==> config.mk <==
export PLATFORM = sky130hd
export DESIGN_NAME = cursor_addr_unit
export DESIGN_NICKNAME = d
export VERILOG_FILES = /design/src/rtl/cac_pkg.sv /design/src/rtl/cac_op_decode.sv /design/src/rtl/cac_axis_counter.sv /design/src/rtl/cac_addr_select.sv /design/src/rtl/cursor_addr_unit.sv
export SDC_FILE = /design/constraint.sdc
export NUM_CORES = 1
export LEC_CHECK = 0
export ABC_AREA = 1
export CAP_MARGIN = 20
export CORE_ASPECT_RATIO = 0.6
export CORE_UTILIZATION = 51
export DETAILED_ROUTE_END_ITERATION = 7
export PLACE_DENSITY = 0.83
export SLEW_MARGIN = 20
export SYNTH_ARGS = -nofsm -noshare
export SYNTH_HDL_FRONTEND = slang
export SYNTH_HIERARCHICAL = 1
export SYNTH_SLANG_ARGS = --single-unit
==> constraint.sdc <==
create_clock -name clk -period 7.8 [get_ports clk]
set_input_delay 1.56 -clock clk [delete_from_list [all_inputs] [get_ports clk]]
set_output_delay 1.56 -clock clk [all_outputs]
set_load 0.01 [all_outputs]
==> src/rtl/cac_pkg.sv <==
package cac_pkg;

    localparam int CAC_COLS   = 80;
    localparam int CAC_ROWS   = 24;
    localparam int CAC_COL_W  = $clog2(CAC_COLS);
    localparam int CAC_ROW_W  = $clog2(CAC_ROWS);
    localparam int CAC_ADDR_W = $clog2(CAC_COLS * CAC_ROWS);

    typedef enum logic [1:0] {
        OP_KEEP = 2'd0,
        OP_LOAD = 2'd1,
        OP_INC  = 2'd2,
        OP_DEC  = 2'd3
    } axis_op_e;

endpackage

==> src/rtl/cac_op_decode.sv <==
module cac_op_decode
    import cac_pkg::*;
(
    input  logic     ld,
    input  logic     up,
    input  logic     dn,
    output axis_op_e op
);

    // load over up over down
    always_comb begin
        if (ld)      op = OP_LOAD;
        else if (up) op = OP_INC;
        else if (dn) op = OP_DEC;
        else         op = OP_KEEP;
    end

endmodule

==> src/rtl/cac_axis_counter.sv <==
module cac_axis_counter
    import cac_pkg::*;
#(
    parameter int W   = 7,
    parameter int MAX = 79
) (
    input  logic         clk,
    input  logic         rst_n,
    input  logic         ld,
    input  logic         up,
    input  logic         dn,
    input  logic [W-1:0] ld_val,
    output logic [W-1:0] val_o,
    output logic [W-1:0] hold_o
);

    localparam logic [W-1:0] MAX_V = W'(MAX);

    typedef struct packed {
        logic [W-1:0] val;
        logic [W-1:0] hold;
    } axis_st_t;

    axis_st_t st_d, st_q;
    axis_op_e op;
    logic [W-1:0] clip_val;

    cac_op_decode u_dec (
        .ld (ld),
        .up (up),
        .dn (dn),
        .op (op)
    );

    always_comb begin
        clip_val = (ld_val > MAX_V) ? MAX_V : ld_val;
        st_d = st_q;
        case (op)
            OP_LOAD: begin
                st_d.val  = clip_val;
                st_d.hold = clip_val;
            end
            OP_INC:  st_d.val = (st_q.val == MAX_V) ? '0 : st_q.val + W'(1);
            OP_DEC:  st_d.val = (st_q.val == '0) ? MAX_V : st_q.val - W'(1);
            default: st_d = st_q;
        endcase
    end

    always_ff @(posedge clk) begin
        if (!rst_n) st_q <= '0;
        else        st_q <= st_d;
    end

    assign val_o  = st_q.val;
    assign hold_o = st_q.hold;

    AST_VAL_RANGE: assert property (@(posedge clk) disable iff (!rst_n)
        val_o <= MAX_V);
    AST_LOAD_TAKES: assert property (@(posedge clk) disable iff (!rst_n)
        ld |=> val_o == (($past(ld_val) > MAX_V) ? MAX_V : $past(ld_val)));
    AST_HOLD_STABLE: assert property (@(posedge clk) disable iff (!rst_n)
        !ld |=> $stable(hold_o));
    AST_UP_WRAP: assert property (@(posedge clk) disable iff (!rst_n)
        (!ld && up && val_o == MAX_V) |=> val_o == '0);
    AST_DN_WRAP: assert property (@(posedge clk) disable iff (!rst_n)
        (!ld && !up && dn && val_o == '0) |=> val_o == MAX_V);
    AST_IDLE_KEEP: assert property (@(posedge clk) disable iff (!rst_n)
        (!ld && !up && !dn) |=> $stable(val_o));

endmodule

==> src/rtl/cac_addr_select.sv <==
module cac_addr_select #(
    parameter int COLS   = 80,
    parameter int ROW_W  = 5,
    parameter int COL_W  = 7,
    parameter int ADDR_W = 11
) (
    input  logic              use_disp,
    input  logic [ROW_W-1:0]  cur_row,
    input  logic [COL_W-1:0]  cur_col,
    input  logic [ROW_W-1:0]  disp_row,
    input  logic [COL_W-1:0]  disp_col,
    output logic [ADDR_W-1:0] addr
);

    logic [ROW_W-1:0] sel_row;
    logic [COL_W-1:0] sel_col;

    always_comb begin
        sel_row = use_disp ? disp_row : cur_row;
        sel_col = use_disp ? disp_col : cur_col;
        addr    = ADDR_W'(sel_row) * ADDR_W'(COLS) + ADDR_W'(sel_col);
    end

endmodule

==> src/rtl/cursor_addr_unit.sv <==
module cursor_addr_unit
    import cac_pkg::*;
#(
    parameter int COLS   = CAC_COLS,
    parameter int ROWS   = CAC_ROWS,
    parameter int COL_W  = CAC_COL_W,
    parameter int ROW_W  = CAC_ROW_W,
    parameter int ADDR_W = CAC_ADDR_W
) (
    input  logic              clk,
    input  logic              rst_n,
    input  logic              row_load,
    input  logic              row_up,
    input  logic              row_down,
    input  logic [ROW_W-1:0]  row_load_val,
    input  logic              col_load,
    input  logic              col_up,
    input  logic              col_down,
    input  logic [COL_W-1:0]  col_load_val,
    input  logic              refresh_active,
    input  logic [ROW_W-1:0]  disp_row,
    input  logic [COL_W-1:0]  disp_col,
    output logic [ROW_W-1:0]  cur_row,
    output logic [COL_W-1:0]  cur_col,
    output logic [ROW_W-1:0]  start_row,
    output logic [COL_W-1:0]  start_col,
    output logic              row_match,
    output logic [ADDR_W-1:0] ram_addr
);

    localparam int TOTAL = ROWS * COLS;

    cac_axis_counter #(.W(ROW_W), .MAX(ROWS - 1)) u_row (
        .clk    (clk),
        .rst_n  (rst_n),
        .ld     (row_load),
        .up     (row_up),
        .dn     (row_down),
        .ld_val (row_load_val),
        .val_o  (cur_row),
        .hold_o (start_row)
    );

    cac_axis_counter #(.W(COL_W), .MAX(COLS - 1)) u_col (
        .clk    (clk),
        .rst_n  (rst_n),
        .ld     (col_load),
        .up     (col_up),
        .dn     (col_down),
        .ld_val (col_load_val),
        .val_o  (cur_col),
        .hold_o (start_col)
    );

    assign row_match = (cur_row == start_row);

    cac_addr_select #(
        .COLS(COLS), .ROW_W(ROW_W), .COL_W(COL_W), .ADDR_W(ADDR_W)
    ) u_sel (
        .use_disp (refresh_active),
        .cur_row  (cur_row),
        .cur_col  (cur_col),
        .disp_row (disp_row),
        .disp_col (disp_col),
        .addr     (ram_addr)
    );

    AST_MATCH_AFTER_LOAD: assert property (@(posedge clk) disable iff (!rst_n)
        row_load |=> row_match);
    AST_CUR_ADDR_RANGE: assert property (@(posedge clk) disable iff (!rst_n)
        !refresh_active |-> ram_addr < ADDR_W'(TOTAL));
    AST_ROW_KEEPS_ON_COL: assert property (@(posedge clk) disable iff (!rst_n)
        (!row_load && !row_up && !row_down) |=> $stable(cur_row));

endmodule

# --- Word level (Yosys, flattened, before mapping) ---
# Index checks and enable logic that the tools add are counted.
classes:
  add_sub_neg: 5
  multipliers: 1
  magnitude_cmp: 2
  eq_ne: 9
  n_mux: 16
  n_reduce_logical: 4
op_table:
  columns: ["cell", "count"]
  rows:
  - ["$mux W7", 4]
  - ["$pmux W7 S3", 1]
  - ["$mux W5", 4]
  - ["$pmux W5 S3", 1]
  - ["$mux W2", 6]
  - ["$add A11 B7 Y11", 1]
  - ["$eq A2 B2 Y1 const B", 4]
  - ["$add A7 B1 Y7 const B", 1]
  - ["$eq A7 B7 Y1 const B", 1]
  - ["$gt A7 B7 Y1 const B", 1]
  - ["$logic_not A7 Y1", 1]
  - ["$mul A5 B3 Y7 const B", 1]
  - ["$sub A7 B1 Y7 const B", 1]
  - ["$reduce_bool A3 Y1", 2]
  - ["$add A5 B1 Y5 const B", 1]
  - ["$eq A5 B5 Y1", 1]
  - ["$eq A5 B5 Y1 const B", 1]
  - ["$gt A5 B5 Y1 const B", 1]
  - ["$logic_not A5 Y1", 1]
  - ["$sub A5 B1 Y5 const B", 1]
  - ["$eq A2 B1 Y1 const B", 2]
totals:
  regBits: 24
  in_bits: 33
  elab_cells: 41

# --- Logic depth before layout (Yosys ltp) ---
depth:
  word_depth: 5
  depth_mapped: 13
  depth_no_buf: 12

# --- Modules after synthesis ---
# The synthesis kept the hierarchy.
modules_own_cells:
  columns: ["module", "instances", "cells_each", "area_each_um2", "seq_area_each_um2"]
  rows:
  - ["cac_axis_counter at u_col", 1, 168, 974.7, 280.3]
  - ["cac_axis_counter at u_row", 1, 108, 633.1, 200.2]
  - ["cac_addr_select", 1, 92, 503.0, 0.0]
  - ["cursor_addr_unit", 1, 16, 76.3, 0.0]
  - ["cac_op_decode", 2, 6, 22.5, 0.0]

# --- Worst setup path after synthesis ---
# OpenSTA, ideal clock, no wires.
synth_timing:
  kind: "input to output"
  start: "input port refresh_active"
  end: "output port ram_addr[10]"
  arrival_time_ns: 3.391
  slack_ns: 2.849
  stages: 13
  path_buffers: 1
  path_cell_list: "inv_2 buf_2 nand2_1 nand2_1 ha_1 ha_1 fa_1 nand2_1 inv_1 nand3_1 nor2_1 nand3_1 nand2_1"
synth_between:
  elab_chain_len: 3
  word_cells_on_any_way: 4
  classes_between: "1 x add/sub; 1 x mul; 2 x mux"
synth_rtl:
  columns: ["item", "line", "text"]
  rows:
  - ["start, declared", "cursor_addr_unit.sv:20", "input logic refresh_active,"]
  - ["$mux W5", "cac_addr_select.sv:19", "sel_row = use_disp ? disp_row : cur_row;"]
  - ["$mul A5 B3 Y7", "cac_addr_select.sv:21", "addr = ADDR_W'(sel_row) * ADDR_W'(COLS) + ADDR_W'(sel_col);"]
  - ["$add A11 B7 Y11 *", "cac_addr_select.sv:21", null]
  - ["end, declared", "cursor_addr_unit.sv:28", "output logic [ADDR_W-1:0] ram_addr"]
# Mark *: on every way between the ends. The rest lies on a longest branch, timed or not.

# --- Final worst setup path ---
# Same ends and word-level chain as after synthesis.

==> qor.yml <==
dp_cells: 518
dr.pass1.iters: 5
grt_start_max_net_pins: 16
fin_crit_ps: 6419
core_region_area_sq_um: 4144
fin_setup_tns_ps: 0
layout_common_cells: "146 x nand2_1, 68 x clkdlybuf4s50_1, 55 x inv_1, 43 x nor2_1, 27 x nand3_1"
busiest_layer: "met2"
cp_max_fo: 14
post_cts_resized: 0
cp-startpoint: "refresh_active"
areaGrowthSynthToFinish_pct: 34.87
max_slew.worst_pin.slew_ps: 500.5
worstHoldPathType: "flop to flop"
ys_top_cells_by_area: "nand2_1 25%, dfxtp_1 22%, inv_1 9.2%"
vias_per_cell: 5.123
grt_pass1_wl_mm: 9.873
syn_area_sq_um: 2232
dp_worst_setup_slack_ps: 1383
multi_input_area_sq_um: 1483
drc: 0
yosys_register_bits: 24
fill_cells: 383
fin_skew_ps: 0.9714
die_area_sq_um: 4654
die_w_microns: 87.41
place.gp.congestion: 1.008
root_buffer: "clkbuf_8"
drv_cap: 0
cts_buffers: 3
rows: 18
rsz0062_at_grt: "false"
maxSlewHeadroom: 0.6659
cts.sinks: 24
ioPinCount: 69
use_met1: 0.4030
dr.first_iter.drc_count: 270
dp_hpwl_mm: 5.007
initial_utilization: 0.5386
irDropWorstVdd_uv: 128.7
synth_cell_types: 26
yosys.area.top_type: "nand2_1"
overflow: 0
layout_commonest_cell: "nand2_1"
setup_violations: 0
finalCritPeriodShare: 0.8230
track_usage: 0.2761
timing.fmax_mhz: 155.8
seq_area_sq_um: 480.5
wl_per_cell_microns: 12.09
ant_nets: 0
start_kind: "primary input"
ys_seq_area_frac: 0.2152
yosysWarningCount: 6
use_met2: 0.4180
holdCritStartpoint: "u_col/hold_o[6]"
cts_setup_buffers: 0
status: "complete, no violations"
fin_cells: 522
rr_startpoint: "u_col/val_o[1]"
met3_usage: 0.05460
grt_pass1_vias: 2204
clk_pin_slew_worst_paths_ps: 80
power-per-cell-area_nw_per_um2: 150.6
drive_gt1_frac: 0.04113
via_count: 2674
antenna_cells: 0
maxSlewViolCount: 0
crit_required_ps: 6240
wirelength_mm: 6.313
cp-end-kind: "output port"
arrival_ps: 4860
cts_tree: "yes"
clk_latency_ps: 270
synth_fp_nets: 444
crit_type: "primary input to output port"
leakage_nw: 1.534
nNetsFinal: 511
avgSynthCellArea_sq_um: 5.637
die_h_microns: 53.25
hold_viol: 0
syn_inst: 396
cts_htree_levels: 1
antenna_found_initial: 0
ctsHoldBuffers: 0
synth_top_area_frac: 0.2455
setup_ws_ps: 1381
portBuffers: 68
cts_max_path_buffers: 2
hold_ws_ps: 490.5
## cells in the mapped netlist
master,n
xnor2_1,4
o21ai_2,1
inv_2,7
dfxtp_1,24
a31oi_1,3
buf_4,1
nor2_2,2
nor2_1,43
nand3_2,2
a21oi_2,1
ha_1,13
o21ai_0,24
fa_1,2
o21ai_1,1
xor2_1,3
nand2_1,146
nand4_1,5
o22ai_1,1
nand3b_1,1
nand3_1,27
a21oi_1,21
buf_2,5
inv_1,55
o21a_1,1
nor2_4,2
clkinv_1,1
## flip-flops by register name, summed over array words and instances, names as in the netlist
register      flops
u_col/hold_o      7
u_col/val_o       7
u_row/hold_o      5
u_row/val_o       5
## logic make-up (layout without fill, tap and decap cells)
| kind of cell | count (synthesis) | count (layout) | synth area share |
|---|---|---|---|
| and+or+nand+nor | 228 | 228 | 0.4204 |
| buffers and inverters | 69 | 135 | 0.1205 |
| AOI/OAI and AO/OA | 53 | 53 | 0.1256 |
| DFF | 24 | 24 | 0.2152 |
| adders and majority gates | 15 | 15 | 0.09081 |
| xor gates and xnor gates | 7 | 7 | 0.02747 |
## where the power goes
part           switching (W)  internal [W]  leakage [nW]  total (W)
sequential         0.0000218      0.000134         0.199   0.000156
combinational       0.000110      0.000103          1.31   0.000213
clock              0.0000394     0.0000451        0.0288  0.0000845
## worst paths after layout
check	to	slack [ps]	depth (start not counted)
worst min register to register	u_col/hold_o[6]	490	2
worst min-delay path	u_col/hold_o[6]	490	2
worst max-delay path	ram_addr[10]	1380	14
worst max register to register	u_col/val_o[3]	6160	8
## metal layers
| layer | part of all wire | wire length, microns |
|---|---|---|
| met2 | 0.42 | 2642 |
| met4 | 0.0063 | 40 |
| met5 | 0 | 0 |
| met1 | 0.49 | 3067 |
| met3 | 0.089 | 563 |
## worst max-delay path, cell delays in order
cell	delay (ps)
clkdlybuf4s50_1	760
inv_2	210
nand2_1	100
nand2_1	110
ha_1	300
ha_1	240
fa_1	530
nand2_1	70
inv_1	100
nand3_1	80
nor2_1	120
nand3_1	80
nand2_1	60
clkdlybuf4s50_1	520
## through the flow
step / total power [W] / utilization / area, sq um
2_1_floorplan: 0.0002757 / - / 2232
3_3_place_gp: 0.0003626 / 0.7132 / 2955
3_5_place_dp: 0.0003685 / 0.7132 / 2955
4_1_cts: 0.0004526 / 0.7264 / 3010
5_1_grt: 0.0004858 / 0.7264 / 3010
6_report: 0.0004534 / 0.7264 / 3010
## cell type report
type / instances / share of cell area
clock buffers: 4 / 0.01829
inverters: 63 / 0.07855
flip-flops and latches: 24 / 0.1596
repair buffers: 68 / 0.2261
well taps: 60 / 0.02494
multi-input cells: 303 / 0.4925
No activity file was read; power rests on OpenSTA's default activity.
